File: config.mk
export PLATFORM = sky130hd
export DESIGN_NAME = cond_eval_top
export DESIGN_NICKNAME = d
export VERILOG_FILES = /design/src/rtl/cond_eval_pkg.sv /design/src/rtl/cond_eval_dp.sv /design/src/rtl/cond_eval_ctl.sv /design/src/rtl/cond_eval_top.sv
export SDC_FILE = /design/constraint.sdc
export NUM_CORES = 1
export LEC_CHECK = 0
export BUFFER_PORTS_ARGS = -buffer_cell sky130_fd_sc_hd__buf_2
export CORE_UTILIZATION = 48
export DETAILED_ROUTE_END_ITERATION = 6
export GPL_TIMING_DRIVEN = 0
export PLACE_DENSITY = 0.92
export SYNTH_ARGS = -nofsm -noshare
export SYNTH_HDL_FRONTEND = slang
export SYNTH_HIERARCHICAL = 1
export SYNTH_SLANG_ARGS = --single-unit
File: constraint.sdc
create_clock -name clk -period 2.6 [get_ports clk]
set_clock_uncertainty 0.2 [all_clocks]
set_input_delay 0.26 -clock clk [delete_from_list [all_inputs] [get_ports clk]]
set_output_delay 0.26 -clock clk [all_outputs]
set_load 0.01 [all_outputs]
File: src/rtl/cond_eval_pkg.sv
package cond_eval_pkg;
  localparam int STAT_W   = 4;
  localparam int DATA_W   = 32;
  localparam int MASK_LSB = 16;
  localparam int NUM_DEC  = 3;
  localparam int IDX_W    = 2;
  localparam int MODE_W   = 2;
  localparam int MODES_W  = NUM_DEC * MODE_W;

  // decision index: 0 interrupt, 1 branch, 2 wait
  localparam int DEC_IRQ = 0;
  localparam int DEC_BR  = 1;
  localparam int DEC_WT  = 2;

  typedef enum logic [MODE_W-1:0] {
    MODE_NEVER  = 2'b00,
    MODE_IFSET  = 2'b01,
    MODE_IFCLR  = 2'b10,
    MODE_ALWAYS = 2'b11
  } modeT;

  typedef struct packed {
    logic [NUM_DEC-1:0] wrSel;
    logic               eval;
  } ctlStrobeT;
endpackage

File: src/rtl/cond_eval_dp.sv
module cond_eval_dp
  import cond_eval_pkg::*;
(
  input  logic                  clk,
  input  logic                  rstN,
  input  ctlStrobeT             strobes,
  input  logic [DATA_W-1:0]     wrData,
  input  logic [IDX_W-1:0]      rdIdx,
  input  logic [STAT_W-1:0]     devStatus,
  output logic [DATA_W-1:0]     rdData,
  output logic [NUM_DEC-1:0]    matchVec
);
  logic [STAT_W-1:0] maskQ [NUM_DEC];
  logic [STAT_W-1:0] valQ  [NUM_DEC];

  for (genvar g = 0; g < NUM_DEC; g++) begin : gSel
    always_ff @(posedge clk) begin
      if (!rstN) begin
        maskQ[g] <= '0;
        valQ[g]  <= '0;
      end else if (strobes.wrSel[g]) begin
        maskQ[g] <= wrData[MASK_LSB +: STAT_W];
        valQ[g]  <= wrData[STAT_W-1:0];
      end
    end

    assign matchVec[g] = ((devStatus & maskQ[g]) == (valQ[g] & maskQ[g]));

    AST_WRITE_TAKES: assert property (@(posedge clk) disable iff (!rstN)
      strobes.wrSel[g] |=> (maskQ[g] == $past(wrData[MASK_LSB +: STAT_W])) &&
                           (valQ[g] == $past(wrData[STAT_W-1:0])));
    AST_SEL_HOLD: assert property (@(posedge clk) disable iff (!rstN)
      !strobes.wrSel[g] |=> $stable(maskQ[g]) && $stable(valQ[g]));
  end

  always_comb begin
    rdData = '0;
    if (rdIdx < IDX_W'(NUM_DEC)) begin
      rdData[MASK_LSB +: STAT_W] = maskQ[rdIdx];
      rdData[STAT_W-1:0]         = valQ[rdIdx];
    end
  end

  AST_ONE_WRITE: assert property (@(posedge clk) disable iff (!rstN)
    $onehot0(strobes.wrSel));
endmodule

File: src/rtl/cond_eval_ctl.sv
module cond_eval_ctl
  import cond_eval_pkg::*;
(
  input  logic                  clk,
  input  logic                  rstN,
  input  logic                  regWrEn,
  input  logic [IDX_W-1:0]      regWrIdx,
  input  logic                  evalStrobe,
  input  logic [MODES_W-1:0]    cmdModes,
  input  logic [NUM_DEC-1:0]    matchVec,
  output ctlStrobeT             strobes,
  output logic                  irqPulse,
  output logic                  takeBranch,
  output logic                  mustWait
);
  logic [NUM_DEC-1:0] decision;

  always_comb begin
    strobes.eval = evalStrobe;
    for (int i = 0; i < NUM_DEC; i++)
      strobes.wrSel[i] = regWrEn && (regWrIdx == IDX_W'(i));
  end

  for (genvar g = 0; g < NUM_DEC; g++) begin : gDec
    modeT modeG;
    assign modeG = modeT'(cmdModes[g*MODE_W +: MODE_W]);
    always_comb begin
      unique case (modeG)
        MODE_NEVER:  decision[g] = 1'b0;
        MODE_IFSET:  decision[g] = matchVec[g];
        MODE_IFCLR:  decision[g] = !matchVec[g];
        MODE_ALWAYS: decision[g] = 1'b1;
        default:     decision[g] = 1'b0;
      endcase
    end
  end

  // command field order: interrupt high, wait low
  logic decIrq, decBr, decWt;
  assign decIrq = decision[NUM_DEC-1-DEC_IRQ];
  assign decBr  = decision[NUM_DEC-1-DEC_BR];
  assign decWt  = decision[NUM_DEC-1-DEC_WT];

  always_ff @(posedge clk) begin
    if (!rstN) begin
      irqPulse   <= 1'b0;
      takeBranch <= 1'b0;
      mustWait   <= 1'b0;
    end else begin
      irqPulse <= strobes.eval && decIrq;
      if (strobes.eval) begin
        takeBranch <= decBr;
        mustWait   <= decWt;
      end
    end
  end

  AST_IRQ_AFTER_STROBE: assert property (@(posedge clk) disable iff (!rstN)
    irqPulse |-> $past(evalStrobe));
  AST_BRANCH_HOLD: assert property (@(posedge clk) disable iff (!rstN)
    !evalStrobe |=> $stable(takeBranch));
  AST_WAIT_HOLD: assert property (@(posedge clk) disable iff (!rstN)
    !evalStrobe |=> $stable(mustWait));
  AST_IRQ_NEVER: assert property (@(posedge clk) disable iff (!rstN)
    (evalStrobe && cmdModes[5:4] == 2'b00) |=> !irqPulse);
  AST_BRANCH_ALWAYS: assert property (@(posedge clk) disable iff (!rstN)
    (evalStrobe && cmdModes[3:2] == 2'b11) |=> takeBranch);
endmodule

File: src/rtl/cond_eval_top.sv
module cond_eval_top
  import cond_eval_pkg::*;
(
  input  logic        clk,
  input  logic        rstN,
  input  logic        regWrEn,
  input  logic [1:0]  regWrIdx,
  input  logic [31:0] regWrData,
  input  logic [1:0]  regRdIdx,
  output logic [31:0] regRdData,
  input  logic [3:0]  devStatus,
  input  logic [5:0]  cmdModes,
  input  logic        evalStrobe,
  output logic        irqPulse,
  output logic        takeBranch,
  output logic        mustWait
);
  ctlStrobeT          strobes;
  logic [NUM_DEC-1:0] matchVec;
  logic [NUM_DEC-1:0] matchCmdOrder;

  // datapath index order is interrupt/branch/wait; command order reverses it
  for (genvar g = 0; g < NUM_DEC; g++) begin : gOrd
    assign matchCmdOrder[g] = matchVec[NUM_DEC-1-g];
  end

  cond_eval_ctl u_ctl (
    .clk        (clk),
    .rstN       (rstN),
    .regWrEn    (regWrEn),
    .regWrIdx   (regWrIdx),
    .evalStrobe (evalStrobe),
    .cmdModes   (cmdModes),
    .matchVec   (matchCmdOrder),
    .strobes    (strobes),
    .irqPulse   (irqPulse),
    .takeBranch (takeBranch),
    .mustWait   (mustWait)
  );

  cond_eval_dp u_dp (
    .clk       (clk),
    .rstN      (rstN),
    .strobes   (strobes),
    .wrData    (regWrData),
    .rdIdx     (regRdIdx),
    .devStatus (devStatus),
    .rdData    (regRdData),
    .matchVec  (matchVec)
  );
endmodule

==> results.md <==
* Slew Viols, Final at 0
* CTS tree: done
* I/O pin cnt at 85
* Combined area of all synthesized cells at 0.00157 mm2
* Number of instances resized during post-cts repair at 0
* Maximum clock path buffer count at 2
* Antenna fix cells at 0
* Via count of the first global-routing pass at 1015
* Final core utilization at 0.631
* Die W at 59.2 um
* Clock root buffer: sky130_fd_sc_hd__clkbuf_4
* Setup Buffers After CTS at 0
* CTS H-tree depth at 1
* Die Y at 59.2 um
* Average wire per cell in the routed design at 11.9 um
* Wire length of the first global-routing pass at 4.49 mm
* Maximum number of pins on one net before global-route repair at 15
* CTS sink cnt at 27
* Switching power at 0.000225 W
* Overall routed net length at 2.95 mm
* Final TNS setup at 0 ns
* Max-slew headroom at 0.440
* Share of post-route cells with drive strength above 1 at 0.335
* Max Clock Freq at 462 MHz
* Drt drc at 0
* Power per unit of standard cell area at 457 mW/mm2
* Register share of total power at 0.596
* Number of filler instances in the final layout at 253
* Combined global-route utilization of all metal layers at 0.175
* Clock slew at the register clock pins of the worst setup and hold paths at 0.12 ns
* Site row count at 20
* Gate count of the mapped netlist at 138
* Shortest period the worst path allows at 2.16 ns
* Core box area at 0.00308 mm2
* Tcrit/Tclk final at 0.832
* Share of total power in the clock network at 0.181
* Detailed-placement wirelength estimate at 2.26 mm
* Total congestion overflow after global routing at 0
* Number of buffers created by CTS at 3
* Hold bufs inserted after CTS at 3
* Status: finished clean
* Setup-violating endpoint count in the final report at 0
* Number of nets in the layout at 254
* Post-detailed-route via-to-cell ratio at 4.65
* Starting utilization of the core area at 0.510
* Latest clock arrival within the worst-skew pair at 0.31 ns
* Routability cong. at 0.829
* Setup slack after placement at 0.510 ns
* Yosys warns at 6
* Mean instance size in the synthesized netlist at 11.4 um2
* Critical Path Source Type: flop
* Max-capacitance violation count at 0
* Crit path required time at 2.62 ns
* P&R area growth vs syn at 23.7%
* Number of antenna violations at the first check in global routing at 0
* Reg-to-reg setup timing slack at 0.44 ns
* Static Leak at 0.996 nW
* Hold Crit Class: primary input to flop
* Leading cell type in the layout, fill and taps excluded: sky130_fd_sc_hd__buf_2
* Arrival @ worst endpoint at 2.18 ns
* Worst VDD drop at 207 uV
* Setup repair after global routing missed its margin: no
* Cell-internal power at 0.000663 W
* Combinational power share at 0.223
* Max FO, Critical Path at 2
* Crit Path Category: flop to flop
* Switching part of the total at 0.253
* Antenna-violating nets left at 0
* Commonest cells after routing, fill and taps aside: 37 x sky130_fd_sc_hd__buf_2, 25 x sky130_fd_sc_hd__buf_4, 24 x sky130_fd_sc_hd__and3_1, 24 x sky130_fd_sc_hd__conb_1, 24 x sky130_fd_sc_hd__edfxtp_1
* Kind of end point of the critical path: flop
* Final hold vios at 0
* IO buf count at 35
* Actual transition at the worst max-transition pin at 0.838 ns
* Iteration-0 DRC Markers at 82
* Final setup margin at 0.438 ns
* Total die area at 0.00350 mm2
* Drt first pass iters at 4
* Vias after detailed routing at 1148
layout make-up:
type	count	area, um2	share of cell area
Buffer	28	201	0.104
Clock buffer	4	26.3	0.0135
Multi-Input combinational cell	106	674	0.347
Sequential cell	27	781	0.402
Tap cell	44	55.1	0.0283
Timing Repair Buffer	38	205	0.106
flip-flops by register name (all words and copies together), names as in the netlist:
signal,cells
u_dp/maskQ,12
u_ctl/takeBranch,1
u_ctl/irqPulse,1
u_dp/valQ,12
u_ctl/mustWait,1
power groups by stage:
stage	Combinational, W	Sequential (W)	Clock, W
after floorplan	0.000129	0.000532	0
after global placement	0.000185	0.000536	0
after detailed placement	0.000190	0.000538	0
after CTS	0.000196	0.000527	0.000167
after global routing	0.000217	0.000532	0.000179
final	0.000198	0.000529	0.000161
path summary, 6_finish.rpt:
path,from,to,cells past startpoint
max,u_dp/valQ[0][3],u_ctl/irqPulse,6
max reg2reg,u_dp/valQ[0][3],u_ctl/irqPulse,6
min,cmdModes[2],u_ctl/takeBranch,3
min reg2reg,u_ctl/mustWait,u_ctl/mustWait,2
metrics by stage:
stage	instance area (um2)	cells	total power, W	hold slack, ns
global route	1940	247	0.000929	0.0616
global placement	1890	240	0.000721	0.291
detailed placement	1890	240	0.000728	0.298
floorplan	1660	161	0.000661	0.149
CTS	1940	247	0.000890	0.0304
finish	1940	247	0.000888	0.0551
routing by layer:
metal	share of wire	GRT usage	up-vias
li1	-	-	587
met1	0.44	0.229	507
met2	0.50	0.276	48
met3	0.048	0.0175	6
met4	0.020	0.116	0
met5	0	0	-
worst max-delay path: stages, from the launching register on:
cell and delay [ns]:
sky130_fd_sc_hd__edfxtp_1 0.42, sky130_fd_sc_hd__xor2_1 0.16, sky130_fd_sc_hd__a22o_1 0.27, sky130_fd_sc_hd__a221oi_2 0.20
sky130_fd_sc_hd__mux2i_1 0.20, sky130_fd_sc_hd__dlygate4sd3_1 0.59, sky130_fd_sc_hd__nor2_1 0.04
No activity file was read; power rests on OpenSTA's default activity.
